==> config.mk <==
export PLATFORM = sky130hd
export DESIGN_NAME = simd_lane_cond
export DESIGN_NICKNAME = d
export VERILOG_FILES = /design/src/rtl/lane_cond_pkg.sv /design/src/rtl/lane_mask_gen.sv /design/src/rtl/lane_zero_detect.sv /design/src/rtl/lane_carry_detect.sv /design/src/rtl/simd_lane_cond.sv
export SDC_FILE = /design/constraint.sdc
export NUM_CORES = 1
export LEC_CHECK = 0
export ABC_CLOCK_PERIOD_IN_PS = 5500
export BUFFER_PORTS_ARGS = -buffer_cell sky130_fd_sc_hd__buf_2
export CORE_AREA = 2 2 77 79
export CTS_BUF_LIST = sky130_fd_sc_hd__clkbuf_8
export DETAILED_ROUTE_END_ITERATION = 12
export DIE_AREA = 0 0 79 81
export GPL_TIMING_DRIVEN = 0
export PLACE_DENSITY = 0.64
export SLEW_MARGIN = 20
export SYNTH_ARGS = -nofsm -noshare
export SYNTH_HDL_FRONTEND = slang
export SYNTH_SLANG_ARGS = --single-unit
==> constraint.sdc <==
create_clock -name clk -period 5.5 [get_ports clk]
set_clock_uncertainty 0.2 [all_clocks]
set_input_delay 0.275 -clock clk [delete_from_list [all_inputs] [get_ports clk]]
set_output_delay 0.275 -clock clk [all_outputs]
set_load 0.05 [all_outputs]
==> src/rtl/lane_cond_pkg.sv <==
package lane_cond_pkg;

   typedef enum logic [2:0] {
      TST_NEVER  = 3'd0,
      TST_RSV1   = 3'd1,
      TST_ZBYTE  = 3'd2,
      TST_ZHALF  = 3'd3,
      TST_CDIGIT = 3'd4,
      TST_RSV5   = 3'd5,
      TST_CBYTE  = 3'd6,
      TST_CHALF  = 3'd7
   } test_e;

   function automatic logic test_is_reserved(test_e t);
      return (t == TST_RSV1) || (t == TST_RSV5);
   endfunction

endpackage

==> src/rtl/lane_mask_gen.sv <==
module lane_mask_gen #(
   parameter int DATA_W = 64,
   parameter int WORD_W = 32
) (
   input  logic              dword_i,
   output logic [DATA_W-1:0] byte_lsb_o,
   output logic [DATA_W-1:0] byte_msb_o,
   output logic [DATA_W-1:0] half_lsb_o,
   output logic [DATA_W-1:0] half_msb_o,
   output logic [DATA_W-1:0] digit_msb_o
);
   for (genvar i = 0; i < DATA_W; i++) begin : g_bit
      logic en;
      if (i < WORD_W) begin : g_low
         assign en = 1'b1;
      end else begin : g_high
         assign en = dword_i;
      end
      assign byte_lsb_o[i]  = en & ((i % 8)  == 0);
      assign byte_msb_o[i]  = en & ((i % 8)  == 7);
      assign half_lsb_o[i]  = en & ((i % 16) == 0);
      assign half_msb_o[i]  = en & ((i % 16) == 15);
      assign digit_msb_o[i] = en & ((i % 4)  == 3);
   end
endmodule

==> src/rtl/lane_zero_detect.sv <==
module lane_zero_detect #(
   parameter int DATA_W = 64
) (
   input  logic [DATA_W-1:0] res_i,
   input  logic [DATA_W-1:0] lsb_i,
   input  logic [DATA_W-1:0] msb_i,
   output logic              hit_o
);
   logic [DATA_W-1:0] diff;
   logic [DATA_W-1:0] flagged;

   assign diff    = res_i - lsb_i;
   assign flagged = diff & ~res_i & msb_i;
   assign hit_o   = |flagged;
endmodule

==> src/rtl/lane_carry_detect.sv <==
module lane_carry_detect #(
   parameter int DATA_W = 64
) (
   input  logic [DATA_W-1:0] op_a_i,
   input  logic [DATA_W-1:0] op_b_i,
   input  logic [DATA_W-1:0] res_i,
   input  logic [DATA_W-1:0] digit_msb_i,
   input  logic [DATA_W-1:0] byte_msb_i,
   input  logic [DATA_W-1:0] half_msb_i,
   output logic              digit_hit_o,
   output logic              byte_hit_o,
   output logic              half_hit_o
);
   logic [DATA_W-1:0] carry_vec;

   assign carry_vec   = (op_a_i & op_b_i) | ((op_a_i | op_b_i) & ~res_i);
   assign digit_hit_o = |(carry_vec & digit_msb_i);
   assign byte_hit_o  = |(carry_vec & byte_msb_i);
   assign half_hit_o  = |(carry_vec & half_msb_i);
endmodule

==> src/rtl/simd_lane_cond.sv <==
module simd_lane_cond
   import lane_cond_pkg::*;
#(
   parameter int DATA_W = 64
) (
   input  logic              clk,
   input  logic              rst_n,
   input  logic              valid_i,
   input  logic              dword_i,
   input  logic [3:0]        cond_i,
   input  logic [DATA_W-1:0] op_a_i,
   input  logic [DATA_W-1:0] op_b_i,
   input  logic [DATA_W-1:0] res_i,
   output logic              cond_o
);
   localparam int WORD_W = DATA_W / 2;

   if ((DATA_W % 32) != 0 || DATA_W < 32) begin : g_bad_width
      $error("simd_lane_cond: DATA_W must be a nonzero multiple of 32");
   end

   logic [DATA_W-1:0] byte_lsb, byte_msb, half_lsb, half_msb, digit_msb;
   logic              zbyte_hit, zhalf_hit;
   logic              cdigit_hit, cbyte_hit, chalf_hit;
   logic              raw_hit, next_cond;
   test_e             sel;

   lane_mask_gen #(.DATA_W(DATA_W), .WORD_W(WORD_W)) u_masks (
      .dword_i     (dword_i),
      .byte_lsb_o  (byte_lsb),
      .byte_msb_o  (byte_msb),
      .half_lsb_o  (half_lsb),
      .half_msb_o  (half_msb),
      .digit_msb_o (digit_msb)
   );

   lane_zero_detect #(.DATA_W(DATA_W)) u_zbyte (
      .res_i (res_i),
      .lsb_i (byte_lsb),
      .msb_i (byte_msb),
      .hit_o (zbyte_hit)
   );

   lane_zero_detect #(.DATA_W(DATA_W)) u_zhalf (
      .res_i (res_i),
      .lsb_i (half_lsb),
      .msb_i (half_msb),
      .hit_o (zhalf_hit)
   );

   lane_carry_detect #(.DATA_W(DATA_W)) u_carry (
      .op_a_i      (op_a_i),
      .op_b_i      (op_b_i),
      .res_i       (res_i),
      .digit_msb_i (digit_msb),
      .byte_msb_i  (byte_msb),
      .half_msb_i  (half_msb),
      .digit_hit_o (cdigit_hit),
      .byte_hit_o  (cbyte_hit),
      .half_hit_o  (chalf_hit)
   );

   always_comb begin
      sel = test_e'(cond_i[3:1]);
      unique case (sel)
         TST_ZBYTE:  raw_hit = zbyte_hit;
         TST_ZHALF:  raw_hit = zhalf_hit;
         TST_CDIGIT: raw_hit = cdigit_hit;
         TST_CBYTE:  raw_hit = cbyte_hit;
         TST_CHALF:  raw_hit = chalf_hit;
         default:    raw_hit = 1'b0;
      endcase
      next_cond = test_is_reserved(sel) ? 1'b0 : (raw_hit ^ cond_i[0]);
   end

   always_ff @(posedge clk) begin
      if (!rst_n) begin
         cond_o <= 1'b0;
      end else if (valid_i) begin
         cond_o <= next_cond;
      end
   end
endmodule

# == Yosys cells after proc, flatten, opt, wreduce, memory -nomap -nowiden ==
# Index checks and enable logic that the tools add are counted.
# op_classes
eq_ne,7
div_mod_pow,0
n_lt_le_gt_ge,0
shifts,0
add_sub_neg,2
bitwise_logic,13
mux,2
reduce_logical,6
mul,0
# op_table
operator,n
$and A64 B64 Y64,9
$reduce_or A64 Y1,5
$or A64 B64 Y64,2
$not A64 Y64,1
$sub A64 B49 Y64,1
$sub A64 B57 Y64,1
$eq A3 B3 Y1 const B,4
$eq A3 B2 Y1 const B,2
$pmux W1 S5,1
$eq A3 B1 Y1 const B,1
$logic_or A1 B1 Y1,1
$mux W1,1
$xor A1 B1 Y1,1
# totals
out_inout_bits,1
elab_cells,31
reg_bits,1
romBits,0
memories,0
ramBits,0
latchBits,0
input_bits,200

# == Longest topological paths before layout ==
# depth
depth_word,8
mapped_depth,10
mapped_depth_nobuf,10

# == Cells and area by module ==
# A second synthesis with hierarchy kept.
# unflattened
hier_cells,2648
area_unflattened_um2,17175.2
# by_module_without_submodules
mod,n_inst,seq_area_each_um2,area_per_inst_um2,cells_per_inst
lane_zero_detect,2,0.0,5736.8,909
lane_carry_detect,1,0.0,3179.3,496
lane_mask_gen,1,0.0,2409.8,322
simd_lane_cond,1,20.0,112.6,12

# == Least setup slack after synthesis ==
# No wires, ideal clock.
# synth_path
path_kind,input to register
start,in dword_i
end,reg cond_o
slack_ns,3.173
cell_stages,10
t_arrival_ns,2.043
setup_ns,0.084
path_buffers,0
required_time_ns,5.216
cell_sequence,inv_1 -> ha_1 -> or2b_2 -> nor4_4 -> o21ai_2 -> o41ai_2 -> o2111ai_1 -> nor2_1 -> a21boi_1 -> o31ai_2
# synth_between
elab_chain_len,7
elab_cells_between_ends,17
cone_classes,2 x add/sub; 2 x mux; 8 x bitwise; 5 x reduce/logical
# synth_lines
element,line_no,rtl
from (decl),simd_lane_cond.sv:9,"input logic dword_i,"
$sub A64 B49 Y64 / $sub A64 B57 Y64 (equally long branches),lane_zero_detect.sv:12,assign diff = res_i - lsb_i;
$and A64 B64 Y64 (2 in a row),lane_zero_detect.sv:13,assign flagged = diff & ~res_i & msb_i;
$reduce_or A64 Y1,lane_zero_detect.sv:14,assign hit_o = |flagged;
$pmux W1 S5 (*),simd_lane_cond.sv:65,unique case (sel)
$xor A1 B1 Y1 (*),simd_lane_cond.sv:73,next_cond = test_is_reserved(sel) ? 1'b0 : (raw_hit ^ cond_i[0]);
$mux W1 (*),simd_lane_cond.sv:73,
to (signal assigned),simd_lane_cond.sv:80,cond_o <= next_cond;
to (decl),simd_lane_cond.sv:14,output logic cond_o
# Mark *: on every way between the ends. The rest lies on a longest branch, timed or not.
# A chain may end at the register's enable or synchronous reset.

# == Worst setup path after layout ==
# Same ends and word-level chain as after synthesis.

==> results.sh <==
export IMPL_status="complete, no violations"
export IMPL_die_area_um2=6400
export IMPL_crit_type="in2reg"
export IMPL_maxSlewViolCount=0
export IMPL_fin_tns_setup_ns=0
export IMPL_busiest_layer="met2"
export IMPL_required_ns=5.21
export IMPL_leakage_nw=0.731
export IMPL_arrival_ns=2.68
export IMPL_r2r_slack_ns=4.74
export IMPL_setup_ws_ns=2.53
export IMPL_reg_largest_list="cond_o (1)"
export IMPL_path_cells="buf_2 -> inv_1 -> ha_1 -> or2b_2 -> nor4_1 -> o311ai_0 -> nand3_1 -> a2bb2oi_1 -> o31ai_1 -> a21boi_1 -> o31ai_2"
export IMPL_grt_pass1_vias=1517
export IMPL_cap_viol_max_count=0
export IMPL_setup_violations_final=0
export IMPL_dp_hpwl_mm=3.96
export IMPL_gp_congestion=0.860
export IMPL_cts_resized=0
export IMPL_finalPower_mw=0.0977
export IMPL_r2r_end="cond_o"
export IMPL_fin_crit_ns=2.97
export IMPL_yosysSeqAreaShare=0.0199
export IMPL_drt_initial_drc_count=77
export IMPL_hp_class="reg2reg"
export IMPL_layout_commonest_cell="buf_2"
export IMPL_initial_utilization=0.177
export IMPL_track_usage=0.124
export IMPL_final_cell_count_no_fill=335
export IMPL_post_route_period_util=0.539
export IMPL_cts_reportedPaths_clkPinSlew_ns=0
export IMPL_hold_buffers=0
export IMPL_grt_pass1_wl_mm=6.54
export IMPL_reg2regPathDepth=2
export IMPL_multi_input_area_um2=925
export IMPL_rows=28
export IMPL_synth_area_um2=1000
export IMPL_wirelength_mm=4.31
export IMPL_n_fill_cell=666
export IMPL_grt_use_met2=0.225
export IMPL_cp_max_fo=7
export IMPL_drc=0
export IMPL_use_met3=0.0244
export IMPL_coreArea_um2=5680
export IMPL_critPathMaxStageDelay_ns=0.40
export IMPL_regMostFlops="cond_o"
export IMPL_cp_depth=11
export IMPL_synthDistinctLibCells=44
export IMPL_antenna_found_initial=0
export IMPL_cts_setup_buffers=0
export IMPL_cpMaxStageDelayCell="nor4_1"
export IMPL_final_nets=466
export IMPL_met1_usage=0.159
export IMPL_critPathBufInv=2
export IMPL_endpoint="cond_o"
export IMPL_syn_area_per_cell_um2=6.44
export IMPL_startpoint="dword_i"
export IMPL_place_ws_ns=2.53
export IMPL_ant_nets=0
export IMPL_pin_count=201
export IMPL_cp_end_kind="flop"
export IMPL_routedWlPerCell_um=12.9
export IMPL_peakVddDrop_uv=20.6
export IMPL_avgViaCountPerCell=4.98
export IMPL_vias=1669
export IMPL_drive_above_1_share=0.446
export IMPL_grt_max_degree=8
export IMPL_placed_cells=335
export IMPL_die_h_um=81
export IMPL_yosysWarnings=0
export IMPL_insertion_delay_ns=0
export IMPL_overflow=0
export IMPL_first_pass_iters=4
export IMPL_max_freq_ghz=0.337
export IMPL_rsz0062_at_grt="no"
export IMPL_die_w_um=79
export IMPL_r2r_start="cond_o"
export IMPL_diodes=0
export IMPL_layout_common_cells="104 x buf_2, 16 x inv_1, 14 x o21ai_0"
export IMPL_seq_area_um2=20.0
export IMPL_area_growth_pct=61.1
export IMPL_syn_nets=360
export IMPL_fin_util=0.285
export IMPL_relSlewSlack=0.545
export IMPL_p_per_area_nw_per_um2=60.4
export IMPL_crit_family="compound AO/OA/AOI/OAI gates"
export IMPL_startpoint_type="primary input"
export IMPL_synthCells=156
export IMPL_io_buffers=104
export IMPL_hold_viol=0
export IMPL_worst_pin_slew_ns=0.666
export IMPL_largest_register_ffs=1
export IMPL_ys_ff_latch=1
[through the flow]
stage / hold slack, ns / area [um2]
2_1_floorplan: 0.232 / 1000
3_3_place_gp: 0.292 / 1620
3_5_place_dp: 0.292 / 1620
4_1_cts: 0.290 / 1620
5_1_grt: 0.327 / 1620
6_report: 0.289 / 1620
[layout make-up]
class / instances / share of cell area
timing repair buffer: 104 / 0.321
tap: 75 / 0.0580
sequential: 1 / 0.0124
inverter: 16 / 0.0371
multi-input combinational: 139 / 0.571
[metal layers]
layer	wire length, um	part of all wire	vias up
met5	0	0	-
met4	21	0.0049	0
met3	467	0.11	2
met2	1950	0.45	87
met1	1870	0.43	748
li1	-	-	832
[Yosys cell counts, drive strengths merged]
master | number | area [um2]
nor3 | 6 | 30.0
nor4bb | 1 | 10.0
a2bb2oi | 1 | 8.76
o41ai | 1 | 16.3
and4b | 2 | 21.3
a22oi | 6 | 45.0
nor4 | 16 | 128
nor2b | 3 | 18.8
a21boi | 4 | 30.0
dfxtp | 1 | 20.0
o311ai | 1 | 8.76
or2b | 3 | 26.3
or2 | 1 | 6.26
o21ai | 15 | 78.8
nand3b | 4 | 30.0
nand2 | 13 | 48.8
or3 | 2 | 12.5
o22ai | 1 | 6.26
ha | 4 | 50.1
a41oi | 1 | 8.76
a32oi | 1 | 8.76
o2111ai | 2 | 17.5
nand4 | 4 | 25.0
nor4b | 3 | 26.3
o221ai | 2 | 17.5
or4 | 1 | 11.3
inv | 16 | 60.1
a21oi | 2 | 10.0
and3b | 1 | 8.76
a2111oi | 2 | 17.5
a211oi | 1 | 7.51
nand3 | 10 | 50.1
o31ai | 2 | 20.0
nor2 | 12 | 45.0
nand4b | 2 | 17.5
nand2b | 4 | 25.0
a31oi | 4 | 25.0
o211ai | 1 | 7.51
[worst register-to-register path: stages, from the launching register on]
cell and delay [ns]:
dfxtp_1 0.29, nand3b_1 0.09, o31ai_2 0.06
[how the worst min path moves through the flow]
stage,startpoint,to,cells after the start
floorplan,rst_n,cond_o,2
global placement,cond_o,cond_o,2
detailed placement,cond_o,cond_o,2
CTS,cond_o,cond_o,2
global route,cond_o,cond_o,2
finish,cond_o,cond_o,2
[report_power, final]
| part | leakage (nW) | switching (mW) | internal (mW) |
|---|---|---|---|
| combinational | 0.722 | 0.0446 | 0.0449 |
| clock | 0 | 0 | 0 |
| sequential | 0.00823 | 0.000248 | 0.00798 |
[logic make-up (layout without fill, tap and decap cells)]
kind of cell,after synthesis,in the layout,synth area share
AOI/OAI and AO/OA,47,47,0.333
and+or+nand+nor,88,88,0.538
adders and majority gates,4,4,0.0498
DFF,1,1,0.0199
buffers and inverters,16,120,0.0598
Note: power is estimated with default switching activity, not from simulation.
